$ cat src/rtl/cfu_pkg.sv
package cfu_pkg;

  localparam int COND_W = 4;

  typedef enum logic [1:0] {
    OPC_LOGIC = 2'd0,
    OPC_ARITH = 2'd1,
    OPC_CMP   = 2'd2,
    OPC_NONE  = 2'd3
  } opclass_e;

  typedef struct packed {
    logic n;
    logic z;
    logic c;
    logic v;
  } nzcv_t;

  typedef enum logic [COND_W-1:0] {
    CC_ZSET = 4'd0,  CC_ZCLR = 4'd1,  CC_CSET = 4'd2,  CC_CCLR = 4'd3,
    CC_NSET = 4'd4,  CC_NCLR = 4'd5,  CC_VSET = 4'd6,  CC_VCLR = 4'd7,
    CC_UHI  = 4'd8,  CC_ULS  = 4'd9,  CC_SGE  = 4'd10, CC_SLT  = 4'd11,
    CC_SGT  = 4'd12, CC_SLE  = 4'd13, CC_ANY  = 4'd14, CC_NONE = 4'd15
  } ccode_e;

endpackage

$ cat src/rtl/cfu_rst_sync.sv
module cfu_rst_sync #(
  parameter int STAGES = 2
) (
  input  logic clk,
  input  logic arst_n,
  output logic srst_n
);
  logic [STAGES-1:0] chain_q;

  always_ff @(posedge clk or negedge arst_n) begin
    if (!arst_n) chain_q <= '0;
    else         chain_q <= {chain_q[STAGES-2:0], 1'b1};
  end

  assign srst_n = chain_q[STAGES-1];
endmodule

$ cat src/rtl/cfu_cond_eval.sv
module cfu_cond_eval
  import cfu_pkg::*;
(
  input  logic [COND_W-1:0] code,
  input  nzcv_t             flags,
  output logic              pass
);
  ccode_e cc;
  logic   sgn_eq;
  logic   base;

  assign cc     = ccode_e'(code);
  assign sgn_eq = (flags.n == flags.v);

  // Even/odd pairs are complements for codes 0..13; the base test is
  // selected by code[3:1] and code[0] inverts it.
  always_comb begin
    unique case (code[3:1])
      3'd0:    base = flags.z;
      3'd1:    base = flags.c;
      3'd2:    base = flags.n;
      3'd3:    base = flags.v;
      3'd4:    base = flags.c & ~flags.z;
      3'd5:    base = sgn_eq;
      3'd6:    base = ~flags.z & sgn_eq;
      default: base = 1'b1;
    endcase
  end

  always_comb begin
    if (cc == CC_ANY)       pass = 1'b1;
    else if (cc == CC_NONE) pass = 1'b0;
    else                    pass = base ^ code[0];
  end
endmodule

$ cat src/rtl/cfu_flag_calc.sv
module cfu_flag_calc
  import cfu_pkg::*;
#(
  parameter int DATA_W  = 32,
  parameter int CHUNK_W = 8
) (
  input  logic [DATA_W-1:0] result,
  input  logic              alu_c,
  input  logic              sh_c,
  input  logic              alu_v,
  input  opclass_e          cls,
  input  nzcv_t             cur,
  output nzcv_t             nxt
);
  localparam int NCHUNK = (DATA_W + CHUNK_W - 1) / CHUNK_W;
  localparam int PAD_W  = NCHUNK * CHUNK_W;

  logic [PAD_W-1:0]  padded;
  logic [NCHUNK-1:0] chunk_any;
  logic              is_zero;

  assign padded = PAD_W'(result);

  // Two-level zero detect: OR each chunk, then NOR the chunk flags.
  for (genvar g = 0; g < NCHUNK; g++) begin : g_zchunk
    assign chunk_any[g] = |padded[g*CHUNK_W +: CHUNK_W];
  end

  assign is_zero = ~|chunk_any;

  always_comb begin
    nxt.n = result[DATA_W-1];
    nxt.z = is_zero;
    unique case (cls)
      OPC_LOGIC: begin
        nxt.c = sh_c;
        nxt.v = cur.v;
      end
      OPC_ARITH, OPC_CMP: begin
        nxt.c = alu_c;
        nxt.v = alu_v;
      end
      default: begin
        nxt.c = cur.c;
        nxt.v = cur.v;
      end
    endcase
  end
endmodule

$ cat src/rtl/cfu_flag_reg.sv
module cfu_flag_reg
  import cfu_pkg::*;
(
  input  logic  clk,
  input  logic  arst_n,
  input  logic  srst_n,
  input  logic  wr_en,
  input  nzcv_t d,
  output nzcv_t q
);
  nzcv_t q_r;
  nzcv_t q_nxt;
  logic  load;

  always_comb begin
    load  = wr_en | ~srst_n;
    q_nxt = srst_n ? d : '0;
  end

  always_ff @(posedge clk or negedge arst_n) begin
    if (!arst_n)   q_r <= '0;
    else if (load) q_r <= q_nxt;
  end

  assign q = q_r;
endmodule

$ cat src/rtl/cond_flag_unit.sv
module cond_flag_unit
  import cfu_pkg::*;
#(
  parameter int DATA_W  = 32,
  parameter int INSTR_W = 32
) (
  input  logic               clk,
  input  logic               rst_n,
  input  logic               instr_valid,
  input  logic [INSTR_W-1:0] instr_word,
  input  logic [1:0]         op_class,
  input  logic               s_bit,
  input  logic [DATA_W-1:0]  alu_result,
  input  logic               alu_carry,
  input  logic               shift_carry,
  input  logic               alu_ovf,
  output logic               exec_en,
  output logic               bubble,
  output logic [3:0]         flags_nzcv
);
  localparam int COND_LSB = INSTR_W - COND_W;

  logic     srst_n;
  opclass_e cls;
  nzcv_t    cur_flags;
  nzcv_t    new_flags;
  logic     cond_pass;
  logic     want_write;
  logic     flag_we;

  cfu_rst_sync #(.STAGES(2)) u_rsync (
    .clk    (clk),
    .arst_n (rst_n),
    .srst_n (srst_n)
  );

  assign cls = opclass_e'(op_class);

  cfu_cond_eval u_cond (
    .code  (instr_word[INSTR_W-1:COND_LSB]),
    .flags (cur_flags),
    .pass  (cond_pass)
  );

  cfu_flag_calc #(.DATA_W(DATA_W)) u_calc (
    .result (alu_result),
    .alu_c  (alu_carry),
    .sh_c   (shift_carry),
    .alu_v  (alu_ovf),
    .cls    (cls),
    .cur    (cur_flags),
    .nxt    (new_flags)
  );

  always_comb begin
    exec_en    = instr_valid & cond_pass & srst_n;
    bubble     = instr_valid & ~cond_pass & srst_n;
    want_write = (cls == OPC_CMP) | (s_bit & (cls != OPC_NONE));
    flag_we    = exec_en & want_write;
  end

  cfu_flag_reg u_flags (
    .clk    (clk),
    .arst_n (rst_n),
    .srst_n (srst_n),
    .wr_en  (flag_we),
    .d      (new_flags),
    .q      (cur_flags)
  );

  assign flags_nzcv = cur_flags;
endmodule

$ cat config.mk
export PLATFORM = sky130hd
export DESIGN_NAME = cond_flag_unit
export DESIGN_NICKNAME = d
export VERILOG_FILES = /design/src/rtl/cfu_pkg.sv /design/src/rtl/cfu_rst_sync.sv /design/src/rtl/cfu_cond_eval.sv /design/src/rtl/cfu_flag_calc.sv /design/src/rtl/cfu_flag_reg.sv /design/src/rtl/cond_flag_unit.sv
export SDC_FILE = /design/constraint.sdc
export NUM_CORES = 1
export LEC_CHECK = 0
export CORE_UTILIZATION = 24
export CTS_BUF_LIST = sky130_fd_sc_hd__clkbuf_8
export DETAILED_ROUTE_END_ITERATION = 8
export PLACE_DENSITY = 0.89
export SLEW_MARGIN = 20
export SYNTH_ARGS = -nofsm -noshare
export SYNTH_HDL_FRONTEND = slang
export SYNTH_SLANG_ARGS = --single-unit
$ cat constraint.sdc
create_clock -name clk -period 5.6 [get_ports clk]
set_clock_uncertainty 0.2 [all_clocks]
set_input_delay 0.56 -clock clk [delete_from_list [all_inputs] [get_ports clk]]
set_output_delay 0.56 -clock clk [all_outputs]
set_load 0.02 [all_outputs]
==> results of run 1 <==
[cells in the mapped netlist]
cell type | count | area, um^2
a2111oi_0 | 1 | 8.76
a21boi_0 | 1 | 7.51
a221oi_2 | 2 | 30.0
and3_1 | 1 | 6.26
conb_1 | 1 | 3.75
dfrtp_1 | 6 | 150
ha_1 | 1 | 12.5
inv_1 | 4 | 15.0
inv_2 | 1 | 3.75
mux2_4 | 1 | 15.0
mux2i_1 | 4 | 40.0
nand2_1 | 5 | 18.8
nand2b_1 | 1 | 6.26
nand3b_1 | 1 | 7.51
nand3b_2 | 1 | 11.3
nand4_1 | 1 | 6.26
nor2_1 | 4 | 15.0
nor2b_1 | 5 | 31.3
nor4_1 | 8 | 50.1
o211ai_1 | 1 | 7.51
o21ai_0 | 2 | 10.0
o21ai_2 | 1 | 8.76
o41a_1 | 1 | 11.3
or4_1 | 1 | 7.51
xnor2_1 | 2 | 17.5
[sequential cells by signal, indices dropped and copies added (netlist names)]
name	cells
u_flags.q	4
u_rsync.chain_q	2
[path summary, 6_finish.rpt]
kind	cells after the start	endpoint	startpoint
worst max-delay path	6	bubble	instr_word[30]
worst min-delay path	0	u_rsync.chain_q[1]	u_rsync.chain_q[0]
worst max register to register	6	u_flags.q[2]	u_flags.q[1]
worst min register to register	0	u_rsync.chain_q[1]	u_rsync.chain_q[0]
max in group asynchronous	1	u_flags.q[0]	rst_n
min in group asynchronous	1	u_rsync.chain_q[1]	rst_n
[final cells by class]
type | count | area, um^2 | share of cell area
inverter | 5 | 18.8 | 0.0174
sequential | 6 | 150 | 0.139
tap | 27 | 33.8 | 0.0314
multi-input combinational | 46 | 333 | 0.309
timing repair buffer | 50 | 500 | 0.465
clock buffer | 3 | 41.3 | 0.0383
[per-stage QoR]
stage               setup WS, ns  power (W)  hold slack, ns  utilization  area [um^2]
finish                      2.03   0.000167           0.143        0.549         1080
global route                1.90   0.000178           0.164        0.549         1080
CTS                         2.02   0.000169           0.146        0.549         1080
detailed placement          2.03   0.000104           0.137        0.528         1040
global placement            2.08   0.000103           0.133        0.528         1040
floorplan                   3.11  0.0000650          0.0644            -          502
[cells by family (layout without fill, tap and decap cells)]
kind of cell,Yosys count,after routing,share of synthesized area
AOI/OAI and AO/OA,9,9,0.167
DFF,6,6,0.299
and+or+nand+nor,28,28,0.319
adders and majority gates,1,1,0.0249
xor gates and xnor gates,2,2,0.0349
muxes,5,5,0.110
buffers and inverters,5,58,0.0374
other,1,1,0.00747
[power by group through the flow]
stage / Clock, W / Sequential [W] / Combinational, W
6_report: 0.0000635 / 0.0000469 / 0.0000566
3_3_place_gp: 0 / 0.0000473 / 0.0000552
2_1_floorplan: 0 / 0.0000481 / 0.0000169
3_5_place_dp: 0 / 0.0000474 / 0.0000566
5_1_grt: 0.0000696 / 0.0000471 / 0.0000615
4_1_cts: 0.0000645 / 0.0000469 / 0.0000573
[worst max-delay path, cell delays in order]
cell,delay [ns]
clkdlybuf4s50_1,0.50
o41a_1,0.46
a221oi_2,0.34
xnor2_1,0.17
and3_1,0.17
clkdlybuf4s50_1,0.60
[layout by cell type (no fill, tap or decap), types with 2 or more instances in the layout]
| cell | Yosys | layout |
|---|---|---|
| nor2b_1 | 5 | 5 |
| o21ai_0 | 2 | 2 |
| a221oi_2 | 2 | 2 |
| inv_1 | 4 | 4 |
| nor2_1 | 4 | 4 |
| mux2i_1 | 4 | 4 |
| clkbuf_8 | 0 | 3 |
| nand2_1 | 5 | 5 |
| dfrtp_1 | 6 | 6 |
| clkdlybuf4s50_1 | 0 | 50 |
| nor4_1 | 8 | 8 |
| xnor2_1 | 2 | 2 |
[per-layer routing]
layer	vias to the layer above	global-route usage	part of all wire	wire, um
met3	4	0.0491	0.092	144
met2	35	0.300	0.57	896
met4	0	0.0667	0.013	21
met1	298	0.149	0.32	510
li1	317	-	-	-
met5	-	0	0	0
==> results.toml, run 1 <==
[clock_tree]
postCtsSetupBuffers = 0
cts-hold-fix-buffers = 0
insertion_delay_ns = 0.22
htree_levels = 1
cts.path.max_buffers = 2
tritoncts = "done"
path_clk_slew_ns = 0.03
cts_made_buffers = 3
ctsResizeCount = 0
cts.sinks = 6
cts-root-buf = "clkbuf_8"

[floorplanning]
die_h_um = 47.7
core_mm2 = 0.00196
dieArea_mm2 = 0.00228
rows = 16
start_util = 0.256
die-width_um = 47.7
pin_count = 79

[placement]
io_buffer_count = 50
dp.cells = 134
gp_congestion = 0.785
dp_hpwl_um = 1340

[routing]
vias = 654
drtIter0Drc = 2
drcViolationCount = 0
wl_per_cell_um = 11.5
antenna_left = 0
via_per_inst = 4.77
first_pass_iters = 3
totalWireLength_um = 1570

[power_and_ir_drop]
sequentialPowerShare = 0.281
intPower_w = 0.000130
comb_power_share = 0.339
power_switching_w = 0.0000372
p_clk_frac = 0.380
p_per_area_mw_per_mm2 = 155
switching_share = 0.223
leakage_nw = 0.422
irDropWorstVdd_v = 0.0000881

[cells_and_area]
nets = 186
drive_gt1_frac = 0.0818
fillers = 194
syn2layout_area_growth_pct = 115
antenna_cells = 0
instances_no_fill = 137

[sta]
setup_violations = 0
min_period_over_period = 0.637
fin_tns_setup_ns = 0
rsz0062_at_grt = "no"
finalHoldViolCount = 0
max_freq_ghz = 0.280
drv_slew = 0
min_period_ns = 3.57
max_slew_margin = 0.662
tightest_slew_ns = 0.494

[synth]
synth_fp_nets = 131
synth-seq-area-share = 0.299
avgSynthCellArea_um2 = 8.80
yosysWarnings = 0
postSynthCellCount = 57
ys_ff_latch = 6
ys_types = 25
synth_area_um2 = 502

[critical_path]
crit_fanout = 6
critPathLaunchType = "input pin"
worst-setup-path-type = "in -> out"
r2r_slack_ns = 3.48
worst_ep_arrival_time_ns = 2.81
cp.required_ns = 4.84
end_kind = "output port"

[grt]
overflow = 0
grt_use_total = 0.156
grt_pass1_vias = 613
grt_pass1_wl_um = 2360
grt_start_max_net_pins = 7
antenna_found_initial = 0

[run_status]
status = "finished, final reports clean"

[run]
cap_viol_max_count = 0

[worst_hold_path]
hold_path_class = "reg -> reg"
No activity file was read; power rests on OpenSTA's default activity.
==> run 2: changes to the inputs <==
--- a/config.mk
+++ b/config.mk
@@ -5,10 +5,10 @@
 export SDC_FILE = /design/constraint.sdc
 export NUM_CORES = 1
 export LEC_CHECK = 0
-export CORE_UTILIZATION = 24
+export CORE_UTILIZATION = 23
 export CTS_BUF_LIST = sky130_fd_sc_hd__clkbuf_8
 export DETAILED_ROUTE_END_ITERATION = 8
-export PLACE_DENSITY = 0.89
+export PLACE_DENSITY = 0.86
 export SLEW_MARGIN = 20
 export SYNTH_ARGS = -nofsm -noshare
 export SYNTH_HDL_FRONTEND = slang
==> constraint.sdc (replaced) <==
create_clock -name clk -period 3.5 [get_ports clk]
set_clock_uncertainty 0.2 [all_clocks]
set_input_delay 0.35 -clock clk [delete_from_list [all_inputs] [get_ports clk]]
set_output_delay 0.35 -clock clk [all_outputs]
set_load 0.02 [all_outputs]
==> run 2 against run 1 <==
  * Global-route usage fell by 0.45 points
  * Register-to-register slack got worse by 2.1 ns
  * Critical path type unchanged
  * Utilization fell by 1.1 points
  * Cell count did not move
==> results.toml, run 2 (synthesis results as in run 1) <==
[clock_tree]
postCtsSetupBuffers = 0
insertion_delay_ns = 0.22
cts.path.max_buffers = 2
path_clk_slew_ns = 0.03
htree_levels = 1
cts-hold-fix-buffers = 0
cts-root-buf = "clkbuf_8"
ctsResizeCount = 0
cts_made_buffers = 3
tritoncts = "done"
cts.sinks = 6

[placement]
dp_hpwl_um = 1480
io_buffer_count = 50
gp_congestion = 0.743

[cells_and_area]
drive_gt1_frac = 0.0818
syn2layout_area_growth_pct = 115
nets = 186
mostFrequentLayoutCells = "clkdlybuf4s50_1, nor4_1, dfrtp_1, nor2b_1, nand2_1"
final_common_cell = "clkdlybuf4s50_1"
antenna_cells = 0
largest_reg_flops = 4

[floorplanning]
die-width_um = 48.7
start_util = 0.251
dieArea_mm2 = 0.00237
core_mm2 = 0.00200
pin_count = 79
rows = 16
die_h_um = 48.7

[sta]
drv_slew = 0
max_freq_ghz = 0.317
tightest_slew_ns = 0.484
finalHoldViolCount = 0
holdWs_ns = 0.141
min_period_over_period = 0.900
setup_violations = 0
min_period_ns = 3.15
rsz0062_at_grt = "no"
max_slew_margin = 0.669
fin_tns_setup_ns = 0

[routing]
drcViolationCount = 0
first_pass_iters = 2
via_per_inst = 4.59
totalWireLength_um = 1650
wl_per_cell_um = 12.1
vias = 629
drtIter0Drc = 4
antenna_left = 0

[power_and_ir_drop]
irDropWorstVdd_v = 0.000260
leakage_nw = 0.422
p_per_area_mw_per_mm2 = 248

[worst_hold_path]
min_path_cells = 0
hold_path_class = "reg -> reg"

[grt]
overflow = 0
grt_start_max_net_pins = 7
grt_pass1_vias = 678
antenna_found_initial = 0
grt_use_total = 0.151
grt_pass1_wl_um = 2820

[critical_path]
cpMaxStageDelayCell = "clkdlybuf4s50_1"
worst_ep_arrival_time_ns = 2.60
critPathLaunchType = "input pin"
crit_fanout = 6
crit_chain = "clkdlybuf4s50_1 -> o41a_1 -> a221oi_2 -> xnor2_1 -> and3_1 -> clkdlybuf4s50_1"
ff2ff_path_depth = 6
slowest_delay_ns = 0.60
crit_top_cell = "clkdlybuf4s50_1"
end_kind = "output port"
worst-setup-path-type = "in -> out"
cp.required_ns = 2.95

[run_status]
status = "finished, final reports clean"

[run]
cap_viol_max_count = 0
-- run 2: worst max-delay path, delay by kind of cell --
kind            cells  cell delay, ns
xor+xnor            1            0.18
simple gates        1            0.17
buf+inv             2            1.11
compound gates      2            0.80
-- run 2: per-stage QoR --
step	cell area [um^2]	instances	power [W]	util	setup WS, ns
CTS	1080	137	0.000271	0.538	0.335
detailed placement	1040	134	0.000167	0.518	0.343
finish	1080	137	0.000268	0.538	0.349
floorplan	502	57	0.000104	-	1.27
global placement	1040	134	0.000164	0.518	0.377
global route	1080	137	0.000284	0.538	0.214
-- run 2: layout make-up --
class	instances	area, um^2
Timing Repair Buffer	50	500
Sequential cell	6	150
Inverter	5	18.8
Clock buffer	3	41.3
Multi-Input combinational cell	46	333
Fill cell	191	925
Tap cell	27	33.8
-- run 2: routing by layer --
metal / vias up / global-route usage / routed length, um
met5: - / 0 / 0
met4: 0 / 0.0441 / 19
met3: 2 / 0.0314 / 58
met2: 16 / 0.299 / 935
met1: 292 / 0.156 / 637
li1: 319 / - / -
-- run 2: where the power goes --
part	internal, W	switching [W]	total [W]	leakage (nW)
Combinational	0.0000615	0.0000289	0.0000904	0.322
Clock	0.0000738	0.0000282	0.000102	0.0216
Sequential	0.0000723	0.00000280	0.0000751	0.0787
Total	0.000208	0.0000599	0.000268	0.422
-- run 2: final timing paths --
path / start / to / slack (ns)
setup reg to reg: u_flags.q[1] / u_flags.q[2] / 1.40
hold / removal: u_rsync.chain_q[0] / u_rsync.chain_q[1] / 0.14
max in group asynchronous: rst_n / u_flags.q[2] / 2.72
min in group asynchronous: rst_n / u_flags.q[3] / 0.17
hold reg to reg: u_rsync.chain_q[0] / u_rsync.chain_q[1] / 0.14
setup / recovery: instr_word[30] / bubble / 0.35
